==> src/rtl/sdcmd_pkg.sv <==
package sdcmd_pkg;

   // register byte offsets
   localparam int unsigned OFF_ARG   = 'h00;
   localparam int unsigned OFF_CTRL  = 'h04;
   localparam int unsigned OFF_STAT  = 'h08;
   localparam int unsigned OFF_PRE   = 'h0C;
   localparam int unsigned OFF_RSP0  = 'h10;

   // control word bit positions
   localparam int unsigned CB_START = 8;
   localparam int unsigned CB_WAIT  = 9;
   localparam int unsigned CB_LONG  = 10;

   // status word bit positions
   localparam int unsigned SB_BUSY = 8;
   localparam int unsigned SB_RFIN = 9;
   localparam int unsigned SB_TOUT = 10;
   localparam int unsigned SB_SENT = 11;
   localparam int unsigned SB_CRC  = 12;

   localparam int unsigned FRAME_LEN = 48;
   localparam int unsigned SHORT_LEN = 48;
   localparam int unsigned LONG_LEN  = 136;
   localparam int unsigned BCNT_W    = 8;

   typedef enum logic [2:0] {
      ST_IDLE,
      ST_TX,
      ST_WAIT,
      ST_RX,
      ST_FIN
   } eng_state_t;

   // CRC7, polynomial x^7 + x^3 + 1, over a 40-bit header, MSB first
   function automatic logic [6:0] crc7_calc(input logic [39:0] d);
      logic [6:0] c;
      logic       fb;
      c = '0;
      for (int i = 39; i >= 0; i--) begin
         fb = d[i] ^ c[6];
         c  = {c[5:3], c[2] ^ fb, c[1:0], fb};
      end
      return c;
   endfunction

endpackage

==> src/rtl/sdcmd_clkdiv.sv <==
module sdcmd_clkdiv #(
   parameter int PRE_W = 8
) (
   input  logic             clk,
   input  logic             rst_n,
   input  logic [PRE_W-1:0] pre,
   output logic             card_clk,
   output logic             rise_tick,
   output logic             fall_tick
);

   logic [PRE_W-1:0] cnt;
   logic             wrap;

   // ">=" keeps the divider sane when the prescaler is lowered mid-count
   assign wrap      = (cnt >= pre);
   assign rise_tick = wrap & ~card_clk;
   assign fall_tick = wrap &  card_clk;

   always_ff @(posedge clk or negedge rst_n) begin
      if (!rst_n) begin
         cnt      <= '0;
         card_clk <= 1'b0;
      end else if (wrap) begin
         cnt      <= '0;
         card_clk <= ~card_clk;
      end else begin
         cnt      <= cnt + 1'b1;
      end
   end

endmodule

==> src/rtl/sdcmd_engine.sv <==
module sdcmd_engine
   import sdcmd_pkg::*;
#(
   parameter int TOUT_CLKS = 64
) (
   input  logic        clk,
   input  logic        rst_n,
   input  logic        rise_tick,
   input  logic        fall_tick,
   input  logic        start,
   input  logic [5:0]  idx,
   input  logic [31:0] arg,
   input  logic        want_rsp,
   input  logic        long_rsp,
   input  logic        cmd_in,
   output logic        cmd_out,
   output logic        cmd_oe,
   output logic        busy,
   output logic        ev_sent,
   output logic        ev_rspfin,
   output logic        ev_tout,
   output logic        ev_crcerr,
   output logic        rsp_long,
   output logic [7:0]  rsp_idx,
   output logic [31:0] rsp_word [4]
);

   localparam int TW = (TOUT_CLKS > 2) ? $clog2(TOUT_CLKS) : 1;

   eng_state_t              st;
   logic [FRAME_LEN-1:0]    tx_sr;
   logic [LONG_LEN-3:0]     rx_sr;
   logic [BCNT_W-1:0]       bcnt;
   logic [TW-1:0]           tcnt;
   logic                    lng;
   logic                    want;
   logic [39:0]             head;
   logic [BCNT_W-1:0]       rx_last;
   logic                    crc_ok;

   assign head     = {2'b01, idx, arg};
   assign rx_last  = lng ? BCNT_W'(LONG_LEN - 1) : BCNT_W'(SHORT_LEN - 1);
   assign crc_ok   = (crc7_calc(rx_sr[47:8]) == rx_sr[7:1]);
   assign busy     = (st != ST_IDLE);
   assign rsp_long = lng;
   assign rsp_idx  = lng ? {2'b00, rx_sr[133:128]} : {2'b00, rx_sr[45:40]};

   for (genvar k = 0; k < 4; k++) begin : g_word
      if (k == 0) begin : g_first
         assign rsp_word[k] = lng ? rx_sr[127:96] : rx_sr[39:8];
      end else begin : g_rest
         assign rsp_word[k] = rx_sr[127-32*k -: 32];
      end
   end

   always_ff @(posedge clk or negedge rst_n) begin
      if (!rst_n) begin
         st        <= ST_IDLE;
         tx_sr     <= '0;
         rx_sr     <= '0;
         bcnt      <= '0;
         tcnt      <= '0;
         lng       <= 1'b0;
         want      <= 1'b0;
         cmd_out   <= 1'b1;
         cmd_oe    <= 1'b0;
         ev_sent   <= 1'b0;
         ev_rspfin <= 1'b0;
         ev_tout   <= 1'b0;
         ev_crcerr <= 1'b0;
      end else begin
         ev_sent   <= 1'b0;
         ev_rspfin <= 1'b0;
         ev_tout   <= 1'b0;
         ev_crcerr <= 1'b0;
         case (st)
            ST_IDLE: begin
               if (start) begin
                  tx_sr <= {head, crc7_calc(head), 1'b1};
                  bcnt  <= '0;
                  lng   <= long_rsp;
                  want  <= want_rsp;
                  st    <= ST_TX;
               end
            end
            ST_TX: begin
               if (fall_tick) begin
                  if (bcnt == BCNT_W'(FRAME_LEN)) begin
                     cmd_oe  <= 1'b0;
                     cmd_out <= 1'b1;
                     ev_sent <= 1'b1;
                     tcnt    <= '0;
                     st      <= want ? ST_WAIT : ST_IDLE;
                  end else begin
                     cmd_oe  <= 1'b1;
                     cmd_out <= tx_sr[FRAME_LEN-1];
                     tx_sr   <= {tx_sr[FRAME_LEN-2:0], 1'b0};
                     bcnt    <= bcnt + 1'b1;
                  end
               end
            end
            ST_WAIT: begin
               if (rise_tick) begin
                  if (!cmd_in) begin
                     rx_sr <= {rx_sr[LONG_LEN-4:0], 1'b0};
                     bcnt  <= BCNT_W'(1);
                     st    <= ST_RX;
                  end else if (tcnt == TW'(TOUT_CLKS - 1)) begin
                     ev_tout <= 1'b1;
                     st      <= ST_IDLE;
                  end else begin
                     tcnt <= tcnt + 1'b1;
                  end
               end
            end
            ST_RX: begin
               if (rise_tick) begin
                  rx_sr <= {rx_sr[LONG_LEN-4:0], cmd_in};
                  bcnt  <= bcnt + 1'b1;
                  if (bcnt == rx_last) st <= ST_FIN;
               end
            end
            ST_FIN: begin
               ev_rspfin <= 1'b1;
               ev_crcerr <= !lng && !crc_ok;
               st        <= ST_IDLE;
            end
            default: st <= ST_IDLE;
         endcase
      end
   end

endmodule

==> src/rtl/sdcmd_host.sv <==
module sdcmd_host
   import sdcmd_pkg::*;
#(
   parameter int AW        = 8,
   parameter int PRE_W     = 8,
   parameter int TOUT_CLKS = 64
) (
   input  logic          clk,
   input  logic          rst_n,
   input  logic          reg_wr,
   input  logic [AW-1:0] reg_addr,
   input  logic [31:0]   reg_wdata,
   output logic [31:0]   reg_rdata,
   output logic          card_clk,
   output logic          cmd_out,
   output logic          cmd_oe,
   input  logic          cmd_in
);

   if (AW < 5 || AW > 32) begin : g_bad_aw
      $error("sdcmd_host: AW must lie in 5..32");
   end
   if (PRE_W < 1 || PRE_W > 16) begin : g_bad_pre
      $error("sdcmd_host: PRE_W must lie in 1..16");
   end
   if (TOUT_CLKS < 2) begin : g_bad_tout
      $error("sdcmd_host: TOUT_CLKS must be at least 2");
   end

   logic [31:0]      arg_q;
   logic [10:0]      ctrl_q;
   logic [PRE_W-1:0] pre_q;
   logic             st_rf, st_to, st_sent, st_crc;
   logic [7:0]       rsp_idx_q;
   logic [31:0]      rsp_q [4];

   logic rise_tick, fall_tick;
   logic eng_busy, ev_sent, ev_rspfin, ev_tout, ev_crcerr, rsp_long;
   logic [7:0]  eng_idx;
   logic [31:0] eng_word [4];
   logic sel_arg, sel_ctrl, sel_stat, sel_pre, wr_stat, start;

   assign sel_arg  = (reg_addr == AW'(OFF_ARG));
   assign sel_ctrl = (reg_addr == AW'(OFF_CTRL));
   assign sel_stat = (reg_addr == AW'(OFF_STAT));
   assign sel_pre  = (reg_addr == AW'(OFF_PRE));
   assign wr_stat  = reg_wr && sel_stat;
   assign start    = reg_wr && sel_ctrl && reg_wdata[CB_START] && !eng_busy;

   sdcmd_clkdiv #(.PRE_W(PRE_W)) u_div (
      .clk       (clk),
      .rst_n     (rst_n),
      .pre       (pre_q),
      .card_clk  (card_clk),
      .rise_tick (rise_tick),
      .fall_tick (fall_tick)
   );

   sdcmd_engine #(.TOUT_CLKS(TOUT_CLKS)) u_eng (
      .clk       (clk),
      .rst_n     (rst_n),
      .rise_tick (rise_tick),
      .fall_tick (fall_tick),
      .start     (start),
      .idx       (reg_wdata[5:0]),
      .arg       (arg_q),
      .want_rsp  (reg_wdata[CB_WAIT]),
      .long_rsp  (reg_wdata[CB_LONG]),
      .cmd_in    (cmd_in),
      .cmd_out   (cmd_out),
      .cmd_oe    (cmd_oe),
      .busy      (eng_busy),
      .ev_sent   (ev_sent),
      .ev_rspfin (ev_rspfin),
      .ev_tout   (ev_tout),
      .ev_crcerr (ev_crcerr),
      .rsp_long  (rsp_long),
      .rsp_idx   (eng_idx),
      .rsp_word  (eng_word)
   );

   always_ff @(posedge clk or negedge rst_n) begin
      if (!rst_n) begin
         arg_q     <= '0;
         ctrl_q    <= '0;
         pre_q     <= '0;
         st_rf     <= 1'b0;
         st_to     <= 1'b0;
         st_sent   <= 1'b0;
         st_crc    <= 1'b0;
         rsp_idx_q <= '0;
      end else begin
         if (reg_wr && sel_arg) arg_q <= reg_wdata;
         if (reg_wr && sel_pre) pre_q <= reg_wdata[PRE_W-1:0];
         if (start)             ctrl_q <= reg_wdata[10:0];
         // a new event wins over a simultaneous clear
         st_rf   <= ev_rspfin | (st_rf   & ~(wr_stat & reg_wdata[SB_RFIN]));
         st_to   <= ev_tout   | (st_to   & ~(wr_stat & reg_wdata[SB_TOUT]));
         st_sent <= ev_sent   | (st_sent & ~(wr_stat & reg_wdata[SB_SENT]));
         st_crc  <= ev_crcerr | (st_crc  & ~(wr_stat & reg_wdata[SB_CRC]));
         if (ev_rspfin) rsp_idx_q <= eng_idx;
      end
   end

   for (genvar k = 0; k < 4; k++) begin : g_rsp
      always_ff @(posedge clk or negedge rst_n) begin
         if (!rst_n)
            rsp_q[k] <= '0;
         else if (ev_rspfin && (k == 0 || rsp_long))
            rsp_q[k] <= eng_word[k];
      end
   end

   always_comb begin
      reg_rdata = '0;
      case (reg_addr)
         AW'(OFF_ARG):      reg_rdata = arg_q;
         AW'(OFF_CTRL):     reg_rdata = {21'b0, ctrl_q};
         AW'(OFF_STAT):     reg_rdata = {19'b0, st_crc, st_sent, st_to, st_rf, eng_busy, rsp_idx_q};
         AW'(OFF_PRE):      reg_rdata = 32'(pre_q);
         AW'(OFF_RSP0):     reg_rdata = rsp_q[0];
         AW'(OFF_RSP0 + 4): reg_rdata = rsp_q[1];
         AW'(OFF_RSP0 + 8): reg_rdata = rsp_q[2];
         AW'(OFF_RSP0 + 12): reg_rdata = rsp_q[3];
         default:           reg_rdata = '0;
      endcase
   end

endmodule

==> config.mk <==
export PLATFORM = sky130hd
export DESIGN_NAME = sdcmd_host
export DESIGN_NICKNAME = d
export VERILOG_FILES = /design/src/rtl/sdcmd_pkg.sv /design/src/rtl/sdcmd_clkdiv.sv /design/src/rtl/sdcmd_engine.sv /design/src/rtl/sdcmd_host.sv
export SDC_FILE = /design/constraint.sdc
export NUM_CORES = 1
export LEC_CHECK = 0
export BUFFER_PORTS_ARGS = -buffer_cell sky130_fd_sc_hd__clkbuf_2
export CAP_MARGIN = 10
export CORE_MARGIN = 1.5
export CORE_UTILIZATION = 60
export CTS_CLUSTER_SIZE = 24
export DETAILED_ROUTE_END_ITERATION = 12
export PLACE_DENSITY = 0.76
export SETUP_SLACK_MARGIN = 0.4
export SYNTH_ARGS = -nofsm -noshare
export SYNTH_HDL_FRONTEND = slang
export SYNTH_SLANG_ARGS = --single-unit
==> constraint.sdc <==
create_clock -name clk -period 4 [get_ports clk]
set_input_delay 0.2 -clock clk [delete_from_list [all_inputs] [get_ports clk]]
set_output_delay 0.2 -clock clk [all_outputs]
set_load 0.02 [all_outputs]
After elaboration in Yosys (flattened, before gate mapping)

Cells that the tools add are included.

Add/subtract/negate cells: 3
Magnitude comparators: 1
Equal/unequal tests: 26
Multiplexer cells: 47
Bitwise operators: 163
Reduce and logical (&&, ||, !) cells: 25

Operators with widths:

| operator              | number |
|---|---|
| $mux W134             | 3 |
| $pmux W134 S2         | 1 |
| $pmux W32 S8          | 1 |
| $mux W48              | 3 |
| $xor A1 B1 Y1         | 142 |
| $pmux W48 S2          | 1 |
| $mux W8               | 8 |
| $mux W6               | 6 |
| $eq A8 B5 Y1 const B  | 4 |
| $mux W32              | 1 |
| $pmux W8 S4           | 1 |
| $mux W3               | 8 |
| $add A8 B1 Y8 const B | 2 |
| $eq A8 B4 Y1 const B  | 2 |
| $ne A2 B2 Y1 const B  | 8 |
| $reduce_and A7 Y1     | 2 |
| $pmux W3 S4           | 1 |
| $pmux W6 S2           | 1 |
| $mux W1               | 11 |
| $and A1 B1 Y1         | 10 |
| $eq A8 B3 Y1 const B  | 1 |
| $eq A8 B6 Y1 const B  | 1 |
| $eq A8 B8 Y1          | 1 |
| $ge A8 B8 Y1          | 1 |
| 21 further kinds      | 45 |

Register bits: 407
Output and inout bits: 35
Logic and storage cells: 292

Logic depth before layout (Yosys ltp)

Gate-level depths: netlist (run 1).

Word-level depth: 23
Depth in mapped cells: 14
Mapped depth without buffers: 12

Cells and area by module

From an unflattened synthesis (run 1), not the netlist that was laid out.

Cells, all modules: 1,583
Area, all modules: 20,362.0 um^2

Modules (own cells, without submodules):

| module       | instances | cells each | area an instance (um^2) |
|---|---|---|---|
| sdcmd_engine | 1         | 908        | 11,100.6 |
| sdcmd_host   | 1         | 613        | 8,640.8 |
| sdcmd_clkdiv | 1         | 62         | 620.6 |

Worst setup path before layout (run 1)

OpenSTA, ideal clock, no wires.

Kind: reg-to-reg
Start point: register u_div.cnt[0]
End point: register u_eng.rx_sr[104]
Setup time: 0.125 ns
Arrival: 3.086 ns
Setup slack: 0.789 ns
Cell stages (with the launch flop): 14
Cell sequence: dfrtp_1 -> inv_1 -> ha_1 -> nand2b_1 -> a21o_1 -> a21o_1 -> a21o_1 -> a21o_1 -> a2111oi_2 -> nor3_1 -> nand3_1 -> buf_2 -> buf_2 -> mux2_2

Word-level cells in the longest chain between the ends: 4
Elaborated cells on any way between the ends: 5

Ends and longest elaborated chain:

| what                                   | line                | RTL |
|---|---|---|
| start, declared                        | sdcmd_clkdiv.sv:12  | `logic [PRE_W-1:0] cnt;` |
| start signal, assigned                 | sdcmd_clkdiv.sv:28  | `cnt <= cnt + 1'b1;` |
| $ge A8 B8 Y1 (*)                       | sdcmd_clkdiv.sv:16  | `assign wrap = (cnt >= pre);` |
| $and A1 B1 Y1 (*)                      | sdcmd_clkdiv.sv:17  | `assign rise_tick = wrap & ~card_clk;` |
| $ne A2 B2 Y1 (no source line)          | -                   |  |
| $reduce_and A4 Y1 (no source line) (*) | -                   |  |
| end signal, assigned                   | sdcmd_engine.sv:105 | `rx_sr <= {rx_sr[LONG_LEN-4:0], 1'b0};` |
| end signal, assigned                   | sdcmd_engine.sv:118 | `rx_sr <= {rx_sr[LONG_LEN-4:0], cmd_in};` |
| end, declared                          | sdcmd_engine.sv:32  | `logic [LONG_LEN-3:0] rx_sr;` |

Every way passes the cells marked *; elsewhere a longest branch is shown, timed or not.
A chain may end at the register's enable or synchronous reset.

Final worst setup path (run 1)

Start point: register u_div.cnt[0]
End point: register u_eng.rx_sr[18]

The elaborated chain is that of the path after synthesis.

==> impl_metrics.yaml, run 1 <==
timing:
  setup_tns_ns: 0
  worst_pin_slew_ns: 0.8668
  hold_viol: 0
  finalHoldWorstSlack_ns: 0.01989
  fin_crit_sh: 0.8675
  finClkSkew_ns: 0.01944
  maxSlewHeadroom: 0.4200
  drv_slew: 0
  min_period_ns: 3.470
  fmax_mhz: 288.2
  setup-violations-final: 0
  rsz0062_at_grt: "true"
clock_network:
  numClockSinks: 403
  cts_tree: "built"
  clk_pin_slew_ns: 0.06
  clockBufferDepth: 3
  clk_latency_ns: 0.55
  htreeDepth: 2
  root_buffer: "clkbuf_16"
  cts_buffers: 42
place:
  numPortBuffers: 78
  place_hpwl_mm: 30.45
  place_congestion: 0.8949
  placed_area_mm2: 0.01962
  place_inst: 1942
critical_path:
  startpoint_type: "flop"
  ff2ff_path_depth: 12
  worstPathRequired_ns: 4.41
  critPathBufInv: 2
  cp-end-kind: "flop"
  r2r-end: "u_eng.rx_sr[18]"
  crit_top_cell: "a21o_1"
  worstPathMaxFanout: 36
  cp_slowest_cell: "a2111oi_4"
  crit_start: "u_div.cnt[0]"
  crit_end: "u_eng.rx_sr[18]"
  arrival_ns: 3.88
  cp_top_family: "compound AO/OA/AOI/OAI gates"
  critPathKind: "reg2reg"
  reg2reg_slack_ns: 0.53
  path_cells: "inv_1, ha_1, nand2b_1, a21o_1, a21o_1, a21o_1, a21o_1, a2111oi_4, nor3_1, nand3_4, buf_12, mux2_2"
  critPathMaxStageDelay_ns: 0.50
  worstReg2RegStart: "u_div.cnt[0]"
  crit_cells: 12
synthesis:
  async_reset_ff_frac: 1.000
  postSynthCellCount: 1519
  synth_nets: 1575
  ys_types: 54
  ys.flop_type: "dfrtp_1"
  avgSynthCellArea_um2: 12.30
  ys_seq_elements: 403
  synth_edf_count: 0
  yosysWarnings: 0
  yosysSeqAreaShare: 0.5396
  synth_area_mm2: 0.01869
min_path:
  hp-class: "in2reg"
final_layout:
  drive_gt1_frac: 0.2943
  multiInputGateArea_mm2: 0.008294
  final_common_cell: "dfrtp_1"
  fin_cells: 2052
  nFillCells: 2198
  syn_to_final_growth_pct: 14.24
  seq_area_mm2: 0.01009
  final_cell_mix: "dfrtp_1 (400), mux2_2 (278), xnor2_1 (98), nand2_1 (90), mux2i_1 (85)"
  nets: 1678
  design_area_mm2: 0.02135
  utilization: 0.6980
power_and_ir_drop:
  peakVddDrop_v: 0.0003564
  pwr_density_cell_mw_per_mm2: 475.5
  power_leakage_nw: 10.37
status:
  status: "finished, final reports clean"
die:
  core_mm2: 0.03059
  die_area_mm2: 0.03222
  die_h_um: 179.5
  num_rows: 64
  fp.dieW_um: 179.5
  start_util: 0.6110
  io_pins: 79
global_route:
  grt_overflow: 0
  grt_pass1_wl_mm: 72.99
  grt_pass1_vias: 12783
  antenna_found_initial: 1
  grt_max_degree: 94
  track_usage: 0.2884
drt:
  viasPerCell: 6.144
  avgRoutedWirePerCell_um: 22.53
  drt-initial-drc-count: 1125
  vias: 12608
  dr.pass1.iters: 8
  drc_errors: 0
  detail-route-antenna-nets: 0
  wl_mm: 46.23
run:
  maxCapViolations: 0
[how the worst min path moves through the flow]
stage	startpoint	endpoint	slack [ns]	cells after the start
finish	cmd_in	u_eng.ev_tout	0.02	3
global route	cmd_in	u_eng.ev_tout	0.06	3
CTS	cmd_in	u_eng.ev_tout	0.008	3
detailed placement	rst_n	u_eng.tx_sr[3]	0.24	1
global placement	rst_n	u_eng.tx_sr[4]	0.24	1
floorplan	rst_n	arg_q[0]	-0.1	0
[cell type report]
| class | instances | area share |
|---|---|---|
| Antenna cell | 1 | 0.0001172 |
| Clock buffer | 63 | 0.05807 |
| Multi-Input combinational cell | 1019 | 0.3885 |
| Sequential cell | 403 | 0.4725 |
| Inverter | 17 | 0.002989 |
| Timing Repair Buffer | 139 | 0.04688 |
| Tap cell | 396 | 0.02321 |
| Clock inverter | 14 | 0.007794 |
[cell families after synthesis]
group / Yosys count / synth area share
flip-flops: 403 / 0.5396
adder cells (fa/ha/maj): 12 / 0.008033
buffers and inverters: 98 / 0.02068
AND/OR/NAND/NOR: 266 / 0.06467
multiplexers: 363 / 0.2130
AO/OA/AOI/OAI: 232 / 0.08080
XOR/XNOR: 145 / 0.07317
[timing repair]
item                       in CTS  in global routing
pin swaps                       0                  1
gates cloned                    0                  1
hold endpoints to repair      108                  0
setup endpoints to repair      61                 87
buffers inserted                0                  4
gates resized for setup         1                  1
hold buffers                   27                  0
[sequential cells by signal (all words and copies together), names as in the netlist]
signal and flops:
u_eng.tx_sr 48, u_eng.ev_tout 1, u_eng.cmd_oe 1, st_rf 1
u_div.cnt 8, ctrl_q 11, u_eng.ev_sent 1, st_crc 1
u_eng.rx_sr 134, rsp_idx_q 6, u_eng.st 3, st_sent 1
arg_q 32, u_eng.tcnt 6, u_eng.ev_rspfin 1, pre_q 8
u_div.card_clk 1, st_to 1, u_eng.ev_crcerr 1, rsp_q 128
u_eng.bcnt 8, u_eng.cmd_out 1
[cells in the mapped netlist, drive strengths merged, types with 3 or more instances]
cell,number,share of area
nor3,9,0.0024
buf,30,0.0070
xnor3,6,0.0076
nand4,5,0.0017
clkbuf,51,0.010
nand3,46,0.012
nor2,76,0.015
a222oi,6,0.0032
a21oi,55,0.015
or3,8,0.0027
or2,5,0.0017
mux2i,85,0.046
a22oi,70,0.028
xor2,40,0.019
dfrtp,402,0.54
a22o,6,0.0028
a21o,10,0.0040
o21ai,65,0.017
nand2b,6,0.0020
inv,17,0.0034
a221oi,5,0.0027
nand2,91,0.018
ha,12,0.0080
mux2,278,0.17
nor2b,3,0.0010
xnor2,99,0.047
and2,3,0.0011
and3,5,0.0017
[through the flow]
| step | total power [mW] | setup slack (ns) |
|---|---|---|
| 6_report | 10.15 | 0.5298 |
| 5_1_grt | 10.60 | 0.3984 |
| 3_3_place_gp | 6.184 | 0.5486 |
| 4_1_cts | 10.20 | 0.5488 |
| 3_5_place_dp | 6.233 | 0.4556 |
| 2_1_floorplan | 5.809 | 0.7893 |
[layer usage]
layer	routed length (um)	global-route usage	vias to the layer above
li1	-	-	5618
met1	19800	0.3999	6480
met2	22200	0.4682	431
met3	2965	0.04781	79
met4	1261	0.09067	0
met5	0	0	-
[where the power goes]
part           internal, mW  switching (mW)
sequential             4.33           0.216
clock                  2.34            1.60
combinational         0.680           0.979
[worst min-delay path, stage by stage]
cell and delay [ns]:
clkbuf_2 0.17, nand2_1 0.09, nor3_1 0.06
(Power assumes the default switching activity.)
==> run 2, diff against run 1 <==
--- a/config.mk
+++ b/config.mk
@@ -5,7 +5,7 @@
 export SDC_FILE = /design/constraint.sdc
 export NUM_CORES = 1
 export LEC_CHECK = 0
-export BUFFER_PORTS_ARGS = -buffer_cell sky130_fd_sc_hd__clkbuf_2
+export BUFFER_PORTS_ARGS = -buffer_cell sky130_fd_sc_hd__buf_2
 export CAP_MARGIN = 10
 export CORE_MARGIN = 1.5
 export CORE_UTILIZATION = 60
==> impl_metrics.yaml, run 2 (synthesized netlist as in run 1, its figures left out) <==
power_and_ir_drop:
  p_sw_mw: 2.805
  pwr_density_cell_mw_per_mm2: 481.8
  p_int_mw: 7.495
  pwr-share-clk: 0.396
  peakVddDrop_v: 0.0003483
  power_leakage_nw: 10.40
  p_comb_frac: 0.162
  seqPwrFrac: 0.442
  switching_share: 0.2723
final_layout:
  utilization: 0.6990
  final_common_cell: "dfrtp_1"
  seq_area_mm2: 0.01009
  syn_to_final_growth_pct: 14.39
  nFillCells: 2162
  final_cell_mix: "dfrtp_1 (400), mux2_2 (278), xnor2_1 (98), nand2_1 (90), mux2i_1 (85)"
  top_register: "u_eng.rx_sr"
  nets: 1675
  diodes: 0
  drive_gt1_frac: 0.2911
  largest_reg_flops: 134
  multiInputGateArea_mm2: 0.008279
  top_regs: "u_eng.rx_sr x134, rsp_q x128, u_eng.tx_sr x48"
clock_network:
  clockBufferDepth: 3
  clk_latency_ns: 0.54
  cts_tree: "built"
  root_buffer: "clkbuf_16"
  clk_pin_slew_ns: 0.06
  htreeDepth: 2
  numClockSinks: 403
  cts_buffers: 43
global_route:
  track_usage: 0.2894
  grt_max_degree: 116
  antenna_found_initial: 0
  grt_pass1_wl_mm: 73.03
  grt_pass1_vias: 12796
  grt_overflow: 0
status:
  status: "finished, final reports clean"
die:
  fp.dieW_um: 179.5
  io_pins: 79
  die_area_mm2: 0.03222
  core_mm2: 0.03059
  die_h_um: 179.5
  start_util: 0.6110
  num_rows: 64
critical_path:
  worstPathMaxFanout: 36
  reg2reg_slack_ns: 0.62
  startpoint_type: "flop"
  critPathKind: "reg2reg"
  cp-end-kind: "flop"
  worstPathRequired_ns: 4.42
  arrival_ns: 3.80
drt:
  viasPerCell: 6.099
  avgRoutedWirePerCell_um: 22.51
  drc_errors: 0
  drt-initial-drc-count: 1017
  vias: 12473
  dr.pass1.iters: 6
  wl_mm: 46.03
  detail-route-antenna-nets: 0
place:
  place_congestion: 0.9043
  place_hpwl_mm: 30.75
  dpl_worst_slack_ns: 0.5063
  numPortBuffers: 78
timing:
  worst_pin_slew_ns: 0.9759
  setup_tns_ns: 0
  finClkSkew_ns: 0.01587
  min_period_ns: 3.383
  setup_slack_ns: 0.6166
  fin_crit_sh: 0.8458
  hold_viol: 0
  rsz0062_at_grt: "false"
  fmax_mhz: 295.6
  maxSlewHeadroom: 0.3494
  drv_slew: 0
  setup-violations-final: 0
run:
  maxCapViolations: 0
min_path:
  hp-class: "in2reg"
[run 2: final cells by class]
class	count	area share
Sequential cell	403	0.4719
Clock buffer	64	0.06016
Inverter	17	0.002985
Multi-Input combinational cell	1018	0.3872
Clock inverter	11	0.008134
Tap cell	396	0.02317
Timing Repair Buffer	136	0.04647
[run 2: per-layer routing]
layer / wire [um] / global-route usage / share of wire
met1: 20000 / 0.4051 / 0.43
met4: 1594 / 0.09800 / 0.035
met5: 0 / 0 / 0
met3: 2772 / 0.04477 / 0.060
met2: 21660 / 0.4649 / 0.47
[run 2: stage by stage]
step | hold slack (ns) | power, mW | cell area (um2) | cells
floorplan | -0.09559 | 5.809 | 18690 | 1519
global placement | 0.3440 | 6.181 | 19630 | 1942
detailed placement | 0.3492 | 6.243 | 19630 | 1942
CTS | 0.03439 | 10.34 | 21370 | 2045
global route | 0.04681 | 10.73 | 21380 | 2045
finish | 0.05425 | 10.30 | 21380 | 2045
[run 2: power by group through the flow]
stage          Sequential [mW]  Clock, mW  Combinational [mW]
6_report                  4.55       4.08                1.67
5_1_grt                   4.58       4.29                1.86
4_1_cts                   4.54       4.13                1.66
3_5_place_dp              4.61          0                1.63
3_3_place_gp              4.60          0                1.58
2_1_floorplan             4.54          0                1.27
[run 2: worst paths after layout]
| path | startpoint | end | cells past startpoint |
|---|---|---|---|
| max in group asynchronous | rst_n | u_eng.rx_sr[29] | 3 |
| worst min-delay path | reg_wdata[1] | pre_q[1] | 2 |
| worst max register to register | u_div.cnt[0] | u_eng.rx_sr[59] | 12 |
| worst min register to register | u_eng.ev_crcerr | st_crc | 1 |
| min in group asynchronous | rst_n | u_eng.tx_sr[40] | 2 |
| worst max-delay path | u_div.cnt[0] | u_eng.rx_sr[59] | 12 |
[run 2: repair_timing]
item,4_1_cts,5_1_grt
endpoints found under the hold margin,142,0
hold buffers,28,0
resized for setup,0,1
buffers inserted,0,0
setup endpoints to repair,0,127
[run 2: worst max-delay path: stages (launching register included)]
cell and delay [ns]:
dfrtp_1 0.43, inv_1 0.07, ha_1 0.26, nand2b_1 0.14, a21o_1 0.18, a21o_1 0.17, a21o_1 0.17, a21o_1 0.20
a2111oi_4 0.48, nor3_1 0.18, nand3_4 0.33, buf_12 0.27, mux2_2 0.36
